### config.mk
export PLATFORM = sky130hd
export DESIGN_NAME = dbgser_port
export DESIGN_NICKNAME = d
export VERILOG_FILES = /design/src/rtl/dbgser_pkg.sv /design/src/rtl/dbgser_sync.sv /design/src/rtl/dbgser_pulse.sv /design/src/rtl/dbgser_shift.sv /design/src/rtl/dbgser_port.sv
export SDC_FILE = /design/constraint.sdc
export NUM_CORES = 1
export LEC_CHECK = 0
export BUFFER_PORTS_ARGS = -buffer_cell sky130_fd_sc_hd__buf_2
export CAP_MARGIN = 10
export CORE_MARGIN = 2
export CORE_UTILIZATION = 54
export DETAILED_ROUTE_END_ITERATION = 8
export PLACE_DENSITY = 0.82
export RECOVER_POWER = 25
export SYNTH_ARGS = -nofsm -noshare
export SYNTH_HDL_FRONTEND = slang
export SYNTH_SLANG_ARGS = --single-unit
### constraint.sdc
create_clock -name clk -period 2.9 [get_ports clk]
set_clock_uncertainty 0.05 [all_clocks]
set_input_delay 0.435 -clock clk [delete_from_list [all_inputs] [get_ports clk]]
set_output_delay 0.435 -clock clk [all_outputs]
set_load 0.05 [all_outputs]
### src/rtl/dbgser_pkg.sv
package dbgser_pkg;

  typedef enum logic [1:0] {
    PH_CMD   = 2'd0,
    PH_WR    = 2'd1,
    PH_RWAIT = 2'd2,
    PH_RD    = 2'd3
  } phase_t;

  // true when the bit about to be counted is the last one of a field
  function automatic logic at_last(int unsigned cnt, int unsigned len);
    return (cnt + 1) == len;
  endfunction

  // direction bit of a completed command: 1 = read, 0 = write
  function automatic logic cmd_is_read(logic msb);
    return msb;
  endfunction

endpackage

### src/rtl/dbgser_sync.sv
module dbgser_sync #(
  parameter int W = 1
) (
  input  logic         clk,
  input  logic         rst_n,
  input  logic [W-1:0] d_async,
  output logic [W-1:0] d_sync
);
  logic [W-1:0] stage1;
  logic [W-1:0] stage2;

  for (genvar g = 0; g < W; g++) begin : g_bit
    always_ff @(posedge clk or negedge rst_n) begin
      if (!rst_n) begin
        stage1[g] <= 1'b0;
        stage2[g] <= 1'b0;
      end else begin
        stage1[g] <= d_async[g];
        stage2[g] <= stage1[g];
      end
    end
  end

  assign d_sync = stage2;
endmodule

### src/rtl/dbgser_pulse.sv
module dbgser_pulse #(
  parameter int LEN = 1
) (
  input  logic clk,
  input  logic rst_n,
  input  logic start,
  input  logic clear,
  output logic active
);
  localparam int LW = $clog2(LEN + 1);

  logic [LW-1:0] left_q;

  always_ff @(posedge clk or negedge rst_n) begin
    if (!rst_n)              left_q <= '0;
    else if (clear)          left_q <= '0;
    else if (start)          left_q <= LW'(LEN);
    else if (left_q != '0)   left_q <= left_q - 1'b1;
  end

  assign active = (left_q != '0);

  // a started pulse is visible in the next cycle
  p_pulse_start_r7: assert property (@(posedge clk) disable iff (!rst_n)
    (start && !clear) |=> active);

  // a running pulse never grows unless restarted
  p_pulse_shrink_r5: assert property (@(posedge clk) disable iff (!rst_n)
    (active && !start && !clear) |=> (left_q < $past(left_q)));
endmodule

### src/rtl/dbgser_shift.sv
module dbgser_shift
  import dbgser_pkg::*;
#(
  parameter int CMD_W  = 8,
  parameter int DATA_W = 32
) (
  input  logic              clk,
  input  logic              rst_n,
  input  logic              fall,
  input  logic              sdi_s,
  input  logic              ack,
  input  logic              rd_ready,
  input  logic [DATA_W-1:0] rd_data,
  input  logic              hold,
  output phase_t            phase,
  output logic              load_evt,
  output logic              rd_bit,
  output logic [CMD_W-1:0]  cmd_word,
  output logic              cmd_strobe,
  output logic [DATA_W-1:0] wr_data,
  output logic              data_strobe
);
  localparam int CNT_W = $clog2(DATA_W);

  logic [CNT_W-1:0]  bit_cnt;
  logic [CMD_W-1:0]  cmd_sr;
  logic [DATA_W-1:0] wr_sr;
  logic [DATA_W-1:0] rd_sr;
  logic              cmd_done;
  logic              word_done;
  logic              rd_step;

  assign load_evt  = (phase == PH_RWAIT) && rd_ready && !ack;
  assign rd_step   = (phase == PH_RD) && fall && !hold && !ack;
  assign cmd_done  = (phase == PH_CMD) && fall && !ack && at_last(int'(bit_cnt), CMD_W);
  assign word_done = ((phase == PH_WR && fall && !ack) || rd_step)
                     && at_last(int'(bit_cnt), DATA_W);

  always_ff @(posedge clk or negedge rst_n) begin
    if (!rst_n) begin
      phase       <= PH_CMD;
      bit_cnt     <= '0;
      cmd_sr      <= '0;
      wr_sr       <= '0;
      rd_sr       <= '0;
      cmd_strobe  <= 1'b0;
      data_strobe <= 1'b0;
    end else begin
      cmd_strobe  <= cmd_done;
      data_strobe <= word_done;
      if (ack) begin
        phase   <= PH_CMD;
        bit_cnt <= '0;
      end else begin
        unique case (phase)
          PH_CMD: if (fall) begin
            cmd_sr <= {cmd_sr[CMD_W-2:0], sdi_s};
            if (cmd_done) begin
              bit_cnt <= '0;
              phase   <= cmd_is_read(cmd_sr[CMD_W-2]) ? PH_RWAIT : PH_WR;
            end else begin
              bit_cnt <= bit_cnt + 1'b1;
            end
          end
          PH_WR: if (fall) begin
            wr_sr <= {wr_sr[DATA_W-2:0], sdi_s};
            if (word_done) begin
              bit_cnt <= '0;
              phase   <= PH_CMD;
            end else begin
              bit_cnt <= bit_cnt + 1'b1;
            end
          end
          PH_RWAIT: if (rd_ready) begin
            rd_sr <= rd_data;
            phase <= PH_RD;
          end
          PH_RD: if (rd_step) begin
            rd_sr <= {rd_sr[DATA_W-2:0], 1'b0};
            if (word_done) begin
              bit_cnt <= '0;
              phase   <= PH_CMD;
            end else begin
              bit_cnt <= bit_cnt + 1'b1;
            end
          end
          default: phase <= PH_CMD;
        endcase
      end
    end
  end

  assign cmd_word = cmd_sr;
  assign wr_data  = wr_sr;
  assign rd_bit   = rd_sr[DATA_W-1];

  // the counter never passes the command length in the command phase
  p_cnt_cmd_r2: assert property (@(posedge clk) disable iff (!rst_n)
    (phase == PH_CMD) |-> (int'(bit_cnt) < CMD_W));

  // command strobe lasts one cycle
  p_cmd_once_r2: assert property (@(posedge clk) disable iff (!rst_n)
    cmd_strobe |=> !cmd_strobe);

  // the command register is frozen outside the command phase
  p_cmd_hold_r3: assert property (@(posedge clk) disable iff (!rst_n)
    (phase != PH_CMD) |=> $stable(cmd_word));

  // acknowledge clears the counter and returns to command reception
  p_ack_clear_r8: assert property (@(posedge clk) disable iff (!rst_n)
    ack |=> (bit_cnt == '0 && phase == PH_CMD));
endmodule

### src/rtl/dbgser_port.sv
module dbgser_port
  import dbgser_pkg::*;
#(
  parameter int CMD_W   = 8,
  parameter int DATA_W  = 32,
  parameter int RDY_LOW = 2,
  parameter int ACK_LOW = 1
) (
  input  logic              clk,
  input  logic              rst_n,
  input  logic              sck,
  input  logic              sdi,
  input  logic              dbg_req_in,
  input  logic              core_ack,
  input  logic              rd_ready,
  input  logic [DATA_W-1:0] rd_data,
  output logic              ser_out,
  output logic              core_dbg_req,
  output logic              cmd_strobe,
  output logic [CMD_W-1:0]  cmd_word,
  output logic              data_strobe,
  output logic [DATA_W-1:0] wr_data
);
  logic [2:0] sync_out;
  logic       sck_s;
  logic       sdi_s;
  logic       sck_prev;
  logic       fall;
  logic       ack_act;
  logic       rdy_act;
  logic       load_evt;
  logic       rd_bit;
  phase_t     phase;

  dbgser_sync #(.W(3)) u_sync (
    .clk     (clk),
    .rst_n   (rst_n),
    .d_async ({dbg_req_in, sdi, sck}),
    .d_sync  (sync_out)
  );

  assign sck_s        = sync_out[0];
  assign sdi_s        = sync_out[1];
  assign core_dbg_req = sync_out[2];

  always_ff @(posedge clk or negedge rst_n) begin
    if (!rst_n) sck_prev <= 1'b0;
    else        sck_prev <= sck_s;
  end

  assign fall = sck_prev && !sck_s;

  dbgser_shift #(.CMD_W(CMD_W), .DATA_W(DATA_W)) u_shift (
    .clk         (clk),
    .rst_n       (rst_n),
    .fall        (fall),
    .sdi_s       (sdi_s),
    .ack         (core_ack),
    .rd_ready    (rd_ready),
    .rd_data     (rd_data),
    .hold        (rdy_act),
    .phase       (phase),
    .load_evt    (load_evt),
    .rd_bit      (rd_bit),
    .cmd_word    (cmd_word),
    .cmd_strobe  (cmd_strobe),
    .wr_data     (wr_data),
    .data_strobe (data_strobe)
  );

  dbgser_pulse #(.LEN(ACK_LOW)) u_ack_pulse (
    .clk    (clk),
    .rst_n  (rst_n),
    .start  (core_ack),
    .clear  (1'b0),
    .active (ack_act)
  );

  dbgser_pulse #(.LEN(RDY_LOW)) u_rdy_pulse (
    .clk    (clk),
    .rst_n  (rst_n),
    .start  (load_evt),
    .clear  (core_ack),
    .active (rdy_act)
  );

  assign ser_out = !(ack_act || rdy_act) && ((phase == PH_RD) ? rd_bit : 1'b1);

  // acknowledge shows as a low level in the following cycle
  p_ack_low_r7: assert property (@(posedge clk) disable iff (!rst_n)
    core_ack |=> !ser_out);

  // loading a read word pulls the line low in the following cycle
  p_load_low_r5: assert property (@(posedge clk) disable iff (!rst_n)
    load_evt |=> !ser_out);

  // command and data completion never coincide
  p_strobe_excl_r6: assert property (@(posedge clk) disable iff (!rst_n)
    !(cmd_strobe && data_strobe));
endmodule

---- Word level (Yosys, flattened, before mapping) ----
Index checks and enable logic that the tools add are counted.
storage, ports and cells
  logic and storage cells ................. 87
  bits in registers ....................... 91
cells by class
  $add $sub $neg .......................... 4
  eq/ne operators ......................... 12
  reduce and logical (&&, ||, !) cells .... 29
  multiplexer cells ....................... 25
  bitwise operators ....................... 1
operators with widths
  cell                                                   number
  two-way mux 32 bit                                     2
  case mux 32 bit (2 select lines)                       1
  equality test 32 x 4 -> 1 bit, second input constant   1
  equality test 32 x 6 -> 1 bit, second input constant   1
  two-way mux 5 bit                                      6
  two-way mux 2 bit                                      11
  case mux 5 bit (3 select lines)                        1
  logical AND 1 bit                                      13
  inequality test 3 x 2 -> 1 bit, second input constant  4
  case mux 2 bit (4 select lines)                        1
  AND reduction 4 bit                                    2
  adder 5 x 1 -> 6 bit, second input constant            1
  AND reduction 3 bit                                    2
  adder 5 x 1 -> 5 bit, second input constant            1
  AND reduction 5 bit                                    1
  equality test 2 bit, second input constant             2
  zero test 1 bit                                        4
  nonzero test 2 bit                                     2
  nonzero test 4 bit                                     1
  two-way mux 1 bit                                      3
  inequality test 3 bit, second input constant           1
  nonzero test 3 bit                                     1
  equality test 2 x 1 -> 1 bit, second input constant    1
  zero test 2 bit                                        1
  6 further kinds                                        7

---- Longest topological paths before layout ----
Gate-level depths: netlist (run 1).
  depth in word-level cells ............... 11
  depth in mapped cells ................... 7
  depth with buffers taken out ............ 6

---- By module ----
A second synthesis (run 1) with hierarchy kept.
unflattened totals
  cell total of the unflattened synthesis .. 309
  area, all modules ....................... 3,893.7 um^2
by module, submodules not included
  module                      area an instance (um^2)  times used  seq. area each (um^2)  cells each
  dbgser_shift                3,543.4                  1           2,026.9                286
  dbgser_sync                 150.1                    1           150.1                  6
  dbgser_pulse (u_rdy_pulse)  107.6                    1           50.0                   10
  dbgser_port                 53.8                     1           25.0                   5
  dbgser_pulse (u_ack_pulse)  38.8                     1           25.0                   2

---- Least setup slack after synthesis (run 1) ----
OpenSTA, ideal clock, no wires.
  path kind ............................... register to output
  from .................................... reg u_shift.phase[0]
  to ...................................... out ser_out
  required time ........................... 2.415 ns
  cell stages (with the launch flop) ...... 6
  slack ................................... 0.374 ns
  arrival time ............................ 2.041 ns
  cells stage by stage .................... dfrtp_1 buf_2 nand2_2 clkbuf_1 nor2_1 nor3_1
between the ends
  cells in the longest elaborated chain, start to end .. 3
ends and longest elaborated chain
  item                    RTL line            RTL
  start, declared         dbgser_shift.sv:15  output phase_t phase,
  start signal, assigned  dbgser_shift.sv:60  phase <= cmd_is_read(cmd_sr[CMD_W-2]) ? PH_RWAIT : PH_WR;
  equality test 2 bit     dbgser_port.sv:87   assign ser_out = !(ack_act || rdy_act) && ((phase == PH_RD) ? rd_bit : 1'b1);
  two-way mux 1 bit       dbgser_port.sv:87
  logical AND 1 bit       dbgser_port.sv:87
  end, declared           dbgser_port.sv:17   output logic ser_out,
Every way passes these cells.

---- Final worst setup path (run 1) ----
  from .................................... reg u_shift.phase[1]
  to ...................................... out ser_out
The elaborated chain is that of the path after synthesis.

==> impl_metrics.toml, run 1 <==
[floorplanning]
die_width_um = 89.2
ios = 83
rows = 31
die_area_um2 = 7960
die_h_um = 89.2
initial_core_util_pct = 54.9
core_um2 = 7140

[critical_path]
crit_chain = "nand2_2, buf_4, nor2_1, nor3_1, buf_2"
crit_buf_inv = 2
worstSetupStartpointType = "flop"
critPathMaxStageDelay_ns = 0.50
r2r_cells = 7
criticalPathCategory = "flop to output pin"
cp-end-kind = "output pin"
crit_slowest_cell = "dfrtp_1"
r2r-start = "u_rdy_pulse.left_q[0]"
worstPathArrival_ns = 1.84
crit_family = "buffers and inverters"
worst_ep_required_time_ns = 2.41
rrSetupSlack_ns = 0.67
critical_path_peak_fanout = 33
rr_endpoint = "u_shift.rd_sr[20]"

[power]
power_leakage_nw = 2.37
vdd_ir_drop_max_mv = 0.288
power_frac_seq_pct = 51.1
swShare_pct = 29.7
intPower_w = 0.00190
switching_power_w = 0.000803
p_clk_share_pct = 31.8
p_comb_share_pct = 17.1
cellPowerDensity_nw_per_um2 = 586
power_w = 0.00270

[clock_network]
insertion_delay_ns = 0.35
cts_buffers = 9
post_cts_resized = 0
cts_setup_buffers = 0
clockBufferDepth = 2
htreeDepth = 3
clkSinkCount = 91
cts_tree = "done"
cts.clk_slew.worst_paths_ns = 0.09
holdBufCountCts = 0
cts_root_buffer = "clkbuf_8"

[hold_path]
whs_endpoint = "u_sync.stage1[1]"
min_path_cells = 1
min_path_type = "primary input to flop"
worstHoldStart = "sdi"

[logic_synthesis]
synth_flop_cell = "dfrtp_1"
yosysWarnings = 0
yosysSeqAreaShare_pct = 58.1
synth_fp_nets = 307
synth-seq-cells = 91
synthXorXnorAreaFrac_pct = 1.34
netlist-cell-type-count = 38
synthSimpleGateAreaFrac_pct = 4.72
synth_edf_count = 0
syn_area_um2 = 3920
synth_fa_ha_area_share_pct = 0.958
muxShareOfSynthArea_pct = 29.3
async_flop_share_pct = 100
synth-compound-area-share_pct = 2.97
synthCells = 265
synth_top_family_by_area = "multiplexers"
synth.avg_cell_area_um2 = 14.8

[place]
placed_cell_area_um2 = 4420
post-place-ws_ns = 0.696
post-dp-hpwl_um = 4490
port_buffers = 82
dp.cells = 436
place_congestion = 0.812

[timing]
setup_viol = 0
setup-tns-final_ns = 0
finalHoldViolCount = 0
rsz0062_at_grt = "false"
fin_crit_sh_pct = 80.1
max_slew_margin_pct = -42.7
worst_slack_ns = 0.578
worst-slew-pin-transition_ns = 2.14
finalMaxSlewViolations = 40
fmax_mhz = 431
fin_crit_ns = 2.32

[run]
cap_violations = 1

[global_routing]
grt_pass1_vias = 2317
grt_max_degree = 53
grt_pass1_wl_um = 11000
grt_overflow = 0
track_usage_pct = 18.2
antenna_found_initial = 0

[routing]
routedWlPerCell_um = 14.8
first_iter_violations = 57
detail_route.vias_per_cell = 5.25
vias = 2371
drc = 0
antenna_left = 0
drt_wl_total_um = 6700
dr.pass1.iters = 4

[run_status]
outcome = "complete, but fails checks"
violations = "capacitance limit, slew limit"

[final_layout]
fin_cells = 452
fill_cells = 579
final_area_um2 = 4620
drive_gt1_share_pct = 59.2
layout_common_cells = "mux2_2 (102), dfrtp_1 (91), buf_2 (80)"
diodes = 0
nets = 390
layout_commonest_cell = "mux2_2"
areaGrowthSynthToFinish_pct = 17.7
==> worst reg2reg max path, cell delays in order, from the launching register on <==
cell	delay, ns
dfrtp_1	0.39
inv_1	0.06
ha_1	0.20
inv_1	0.10
or3_1	0.39
a21oi_2	0.13
buf_4	0.38
mux2_2	0.41
==> state kept, by name (all words and copies together), names as in the netlist <==
name and cells:
u_rdy_pulse.left_q 2, u_shift.wr_data 32, sck_prev 1, u_sync.d_sync 3, u_shift.rd_sr 32, u_ack_pulse.active 1
u_shift.cmd_strobe 1, u_shift.phase 2, u_shift.bit_cnt 5, u_shift.data_strobe 1, u_shift.cmd_word 8, u_sync.stage1 3
==> per-stage QoR <==
step	hold WS [ns]	utilization, %
after floorplan	0.0894	-
after global placement	0.286	62.0
after detailed placement	0.287	62.0
after CTS	0.00295	64.7
after global routing	0.104	64.7
final	0.133	64.7
==> cell families after synthesis <==
group / Yosys count
mux: 102
flops: 91
simple gates: 29
buf+inv: 20
compound gates: 14
xor+xnor: 6
fa+ha+maj: 3
==> metal layers <==
metal	up-vias	track usage (%)	part of all wire (%)
li1	1120	-	-
met1	1183	24.4	44
met2	58	27.9	49
met3	10	4.80	5.2
met4	0	8.14	1.8
met5	-	0	0
==> how the worst max path moves through the flow <==
stage	slack (ns)	endpoint	depth (start not counted)	startpoint
detailed placement	0.70	u_shift.rd_sr[19]	7	u_rdy_pulse.left_q[0]
global route	0.44	ser_out	5	u_shift.phase[1]
finish	0.58	ser_out	5	u_shift.phase[1]
CTS	0.54	ser_out	5	u_shift.phase[1]
floorplan	0.37	ser_out	5	u_shift.phase[0]
global placement	0.76	u_shift.rd_sr[13]	7	u_rdy_pulse.left_q[0]
==> power groups by stage <==
stage               Combinational, W  Clock, W  Sequential, W
finish                      0.000463  0.000859        0.00138
global route                0.000504  0.000941        0.00139
floorplan                   0.000177         0        0.00156
CTS                         0.000469  0.000886        0.00138
global placement            0.000449         0        0.00141
detailed placement          0.000464         0        0.00141
==> final cells by class <==
cell class	instances	area, µm²	area share [%]
sequential	91	2280	49.3
inverter	6	22.5	0.488
tap	99	124	2.68
multi-input combinational	154	1540	33.4
clock buffer	9	124	2.68
clock inverter	7	75.1	1.63
timing repair buffer	86	450	9.76
==> Yosys cell counts, drive strengths merged (2+ instances only) <==
master,instances,area [µm²]
a2111oi,2,23.8
a21oi,2,13.8
buf,10,65.1
clkbuf,4,15.0
dfrtp,91,2280
ha,3,37.5
inv,6,22.5
mux2,102,1150
nand2,4,17.5
nand2b,2,12.5
nand3,2,10.0
nand3b,2,15.0
nor2,7,26.3
nor3,2,10.0
nor3b,2,15.0
o32ai,2,17.5
or3,2,12.5
xnor2,5,43.8
Note: power is estimated with default switching activity, not from simulation.
==> run 2: changes to the inputs <==
Settings changed: CORE_UTILIZATION 54 to 49, PLACE_DENSITY 0.82 to 0.79.
Clock period 2.9 ns to 1.97 ns, I/O delays scaled along.
==> run 2 against run 1 <==
  * The flow now finishes without violations
  * Clock power grew 37%
  * Combinational power grew 73%
  * Critical path depth grew 3
  * Largest power group unchanged
==> impl_metrics.toml, run 2 (synthesized netlist as in run 1, its figures left out) <==
[timing]
worst_slack_ns = 0.0384
fmax_mhz = 518
fin_crit_sh_pct = 98.1
worst-slew-pin-transition_ns = 0.836
setup_viol = 0
max_slew_margin_pct = 44.2
fin_crit_ns = 1.93
finalHoldViolCount = 0
finalMaxSlewViolations = 0

[routing]
dr.pass1.iters = 4
antenna_left = 0
drt_wl_total_um = 7540
detail_route.vias_per_cell = 5.23
drc = 0
routedWlPerCell_um = 15.7
route.met2.wl_um = 3690
wl_met1_um = 3320
vias = 2508
first_iter_violations = 88
met3_length_um = 435
top_layer = "met4"

[run_status]
outcome = "finished, final reports clean"

[final_layout]
nets = 415
layout_commonest_cell = "mux2_2"
fill_cells = 593
drive_gt1_share_pct = 64.0
areaGrowthSynthToFinish_pct = 27.0
fin_cells = 480
layout_common_cells = "mux2_2 (94), dfrtp_1 (89), buf_2 (80)"
diodes = 0

[clock_network]
cts_buffers = 9
clkSinkCount = 91
cts_tree = "done"
cts.clk_slew.worst_paths_ns = 0.09
cts_root_buffer = "clkbuf_8"
htreeDepth = 3
clockBufferDepth = 2
insertion_delay_ns = 0.36

[hold_path]
whs_endpoint = "u_shift.rd_sr[0]"
min_path_cells = 3
min_path_type = "primary input to flop"
worstHoldStart = "rd_data[0]"

[place]
place_congestion = 0.852
port_buffers = 82
post-place-ws_ns = -0.00706
post-dp-hpwl_um = 4830
dp.cells = 451

[floorplanning]
die_area_um2 = 8730
die_h_um = 93.4
die_width_um = 93.4
core_um2 = 7730
initial_core_util_pct = 50.7
rows = 32
ios = 83

[power]
cellPowerDensity_nw_per_um2 = 808
power_leakage_nw = 2.52
vdd_ir_drop_max_mv = 0.501

[critical_path]
rrSetupSlack_ns = 0.04
worstPathArrival_ns = 2.13
rr_endpoint = "u_shift.rd_sr[31]"
worst_ep_required_time_ns = 2.17
r2r_cells = 8
criticalPathCategory = "flop to flop"
critical_path_peak_fanout = 8
worstSetupStartpointType = "flop"
cp-end-kind = "flop"
r2r-start = "u_rdy_pulse.left_q[0]"

[global_routing]
grt_overflow = 0
grt_max_degree = 44
track_usage_pct = 17.9
grt_pass1_wl_um = 12300
antenna_found_initial = 0
grt_pass1_vias = 2676

[run]
cap_violations = 0
-- run 2: cell count changes in the layout (fill, tap and decap cells not counted), moves of 3 or more --
| cell | previous run | this run |
|---|---|---|
| buf_4 | 3 | 15 |
| mux2_2 | 102 | 94 |
| inv_2 | 0 | 3 |
| mux2_4 | 0 | 8 |
| buf_6 | 0 | 4 |
| inv_1 | 6 | 3 |
| dlygate4sd3_1 | 0 | 4 |
-- run 2: final cells by class --
class	instances	area, µm²	area share [%]
Multi-Input combinational cell	154	1620	32.5
Timing Repair Buffer	111	746	15.0
Clock buffer	9	124	2.49
Tap cell	102	128	2.56
Sequential cell	91	2280	45.8
Inverter	6	22.5	0.452
Clock inverter	7	61.3	1.23
-- run 2: worst max path at each step --
stage / from / to / slack (ns)
floorplan: u_rdy_pulse.left_q[0] / u_shift.rd_sr[10] / -0.02
global placement: u_rdy_pulse.left_q[0] / u_shift.rd_sr[14] / 0.05
detailed placement: u_rdy_pulse.left_q[0] / u_shift.rd_sr[8] / -0.007
CTS: u_rdy_pulse.left_q[0] / u_shift.rd_sr[25] / 0.001
global route: u_rdy_pulse.left_q[1] / u_shift.rd_sr[31] / -0.02
finish: u_rdy_pulse.left_q[0] / u_shift.rd_sr[31] / 0.04
-- run 2: critical path, stage by stage (launching register included) --
cell	delay, ns
dfrtp_1	0.40
inv_2	0.07
ha_4	0.12
inv_2	0.04
or3_4	0.33
a21oi_4	0.19
buf_6	0.14
clkbuf_16	0.15
mux2_2	0.33
-- run 2: timing repair --
| item | CTS | global route |
|---|---|---|
| gates resized for setup | 6 | 20 |
| endpoints found under the setup margin | 22 | 35 |
| hold endpoints to repair | 35 | 0 |
| setup buffers | 3 | 3 |
| cloned | 1 | 2 |
| pin swaps | 0 | 3 |
| hold buffers | 4 | 0 |
-- run 2: routing by layer --
| metal | vias up | GRT usage [%] |
|---|---|---|
| li1 | 1176 | - |
| met1 | 1256 | 22.6 |
| met2 | 65 | 29.5 |
| met3 | 11 | 4.43 |
| met4 | 0 | 7.60 |
| met5 | - | 0 |
-- run 2: power by group --
group | internal [W] | total [W] | switching (W)
combinational | 0.000318 | 0.000799 | 0.000482
clock | 0.000483 | 0.00118 | 0.000702
sequential | 0.00197 | 0.00204 | 0.0000689
total | 0.00277 | 0.00402 | 0.00125
-- run 2: stage by stage --
stage	total power [W]	cell area (µm²)	TNS (ns)	hold slack, ns	util, %
2_1_floorplan	0.00256	3930	-0.526	-0.0501	-
3_3_place_gp	0.00278	4550	0	0.218	58.9
3_5_place_dp	0.00280	4550	-0.0204	0.220	58.9
4_1_cts	0.00402	4840	0	0.141	62.7
5_1_grt	0.00424	4980	-0.128	0.170	64.4
6_report	0.00402	4980	0	0.179	64.4
==> run 3: changes to the inputs <==
Settings changed: CORE_ASPECT_RATIO from default to 1.4, CORE_UTILIZATION 49 to 35, PLACE_DENSITY 0.79 to 0.6.
==> run 3 against run 2 <==
  * Largest cell class unchanged
  * Clock power increased by 43%
  * Hold slack worse by 0.16 ns
  * Critical path depth down 1
  * Worst setup slack got worse by 0.035 ns
  * Global-route usage down 5.2 points
  * Critical path type unchanged
==> impl_metrics.toml, run 3 (synthesized netlist as in run 1, its figures left out) <==
[clock_network]
htreeDepth = 3
cts_tree = "done"
cts_setup_buffers = 0
clkSinkCount = 91
insertion_delay_ns = 0.33
clockBufferDepth = 2
cts.clk_slew.worst_paths_ns = 0.06
cts_buffers = 9
cts_root_buffer = "clkbuf_16"

[global_routing]
grtUsageMet2_pct = 21.0
grt_use_met1_pct = 15.7
grt_pass1_wl_um = 12300
grt_overflow = 0
track_usage_pct = 12.8
grt_max_degree = 37
use_met3_pct = 3.78
grt_pass1_vias = 2580
top_usage_layer = "met2"
antenna_found_initial = 0

[hold_path]
min_path_type = "primary input to flop"

[power]
power_frac_seq_pct = 45.3
swShare_pct = 27.6
intPower_w = 0.00326
power_leakage_nw = 2.51
cellPowerDensity_nw_per_um2 = 902
p_comb_share_pct = 17.1
vdd_ir_drop_max_mv = 0.599
switching_power_w = 0.00124
p_clk_share_pct = 37.7
power_w = 0.00450

[timing]
finalMaxSlewViolations = 0
whs_ns = 0.0216
finalHoldViolCount = 0
fin_crit_ns = 1.97
fmax_mhz = 508
worst-slew-pin-transition_ns = 0.905
fin_crit_sh_pct = 99.8
setup_viol = 0
max_slew_margin_pct = 39.7
rsz0062_at_grt = "true"

[floorplanning]
die_h_um = 129
core_um2 = 10900
die_width_um = 93.4
rows = 45
die_area_um2 = 12100
initial_core_util_pct = 36.1
ios = 83

[routing]
first_iter_violations = 55
vias = 2451
routedWlPerCell_um = 13.8
dr.pass1.iters = 3
antenna_left = 0
drt_wl_total_um = 7080
drc = 0
detail_route.vias_per_cell = 4.79

[critical_path]
worst_ep_required_time_ns = 2.14
worstPathArrival_ns = 2.14
crit_slowest_cell = "or3_4"
crit_chain = "inv_1, ha_2, inv_1, or3_4, a21oi_4, buf_12, mux2_2"
cp-end-kind = "flop"
criticalPathCategory = "flop to flop"
worstSetupStartpointType = "flop"
critical_path_peak_fanout = 32
critPathMaxStageDelay_ns = 0.39
cp_common_cell = "inv_1"

[final_layout]
areaGrowthSynthToFinish_pct = 27.3
diodes = 0
layout_common_cells = "mux2_2 (102), dfrtp_1 (90), buf_2 (80)"
nets = 408
fin_cells = 512
layout_commonest_cell = "mux2_2"
drive_gt1_share_pct = 61.7
final_util_pct = 45.9

[place]
dp.cells = 493
port_buffers = 82
post-dp-hpwl_um = 4930
place_congestion = 0.704

[run]
cap_violations = 0

[run_status]
outcome = "finished, final reports clean"
## run 3: changes by cell type in the layout (fill, tap and decap cells not counted), sizes merged
cell and change:
buf -4, inv -2, dlygate4sd3 -1, clkbuf -1, bufinv +1
## run 3: power by group through the flow
| stage | clock [W] | sequential, W | combinational [W] |
|---|---|---|---|
| after floorplan | 0 | 0.00229 | 0.000265 |
| after global placement | 0 | 0.00207 | 0.000742 |
| after detailed placement | 0 | 0.00207 | 0.000750 |
| after CTS | 0.00176 | 0.00204 | 0.000762 |
| after global routing | 0.00183 | 0.00206 | 0.000831 |
| final | 0.00169 | 0.00204 | 0.000769 |
## run 3: worst paths after layout
| check | from | endpoint | slack [ns] | cells after the start |
|---|---|---|---|---|
| setup / recovery | u_rdy_pulse.left_q[0] | u_shift.rd_sr[5] | 0.003 | 7 |
| hold / removal | sdi | u_sync.stage1[1] | 0.02 | 1 |
| setup reg to reg | u_rdy_pulse.left_q[0] | u_shift.rd_sr[5] | 0.003 | 7 |
| hold reg to reg | u_sync.stage1[2] | u_sync.d_sync[2] | 0.30 | 0 |
| max in group asynchronous | rst_n | u_shift.rd_sr[2] | 0.27 | 3 |
| min in group asynchronous | rst_n | u_shift.bit_cnt[4] | 0.57 | 2 |
## run 3: timing repair
action                                  4_1_cts  5_1_grt
pin swaps                                     0        1
hold buffers                                  3        0
resized for setup                             3        7
endpoints found under the setup margin       32       34
endpoints found under the hold margin        35        0
gates cloned                                  0        0
## run 3: critical path, delay by kind of cell, from the launching register on
family | cells | cell delay [ns]
AND/OR/NAND/NOR | 1 | 0.39
flip-flops | 1 | 0.37
multiplexers | 1 | 0.36
buffers and inverters | 3 | 0.34
adder cells (fa/ha/maj) | 1 | 0.19
AO/OA/AOI/OAI | 1 | 0.15
## run 3: stage by stage
stage          area [µm²]  setup slack, ns  TNS [ns]
3_3_place_gp         4640           0.0206         0
4_1_cts              4970          0.00457         0
6_report             4990          0.00328         0
5_1_grt              4990           -0.114     -3.79
3_5_place_dp         4640         -0.00861   -0.0463
2_1_floorplan        3930          -0.0189    -0.526
## run 3: final cells by class
class                           instances  area [µm²]
Tap cell                              141         176
Multi-Input combinational cell        154        1590
Timing Repair Buffer                  104         631
Inverter                                6        22.5
Clock buffer                           10         229
Fill cell                            1018        5880
Sequential cell                        91        2280
Clock inverter                          6        65.1
## run 3: per-layer routing
| metal | vias to the layer above | part of all wire, % |
|---|---|---|
| met5 | - | 0 |
| met4 | 0 | 1.5 |
| met3 | 9 | 5.7 |
| met2 | 55 | 50 |
| met1 | 1233 | 43 |
| li1 | 1154 | - |
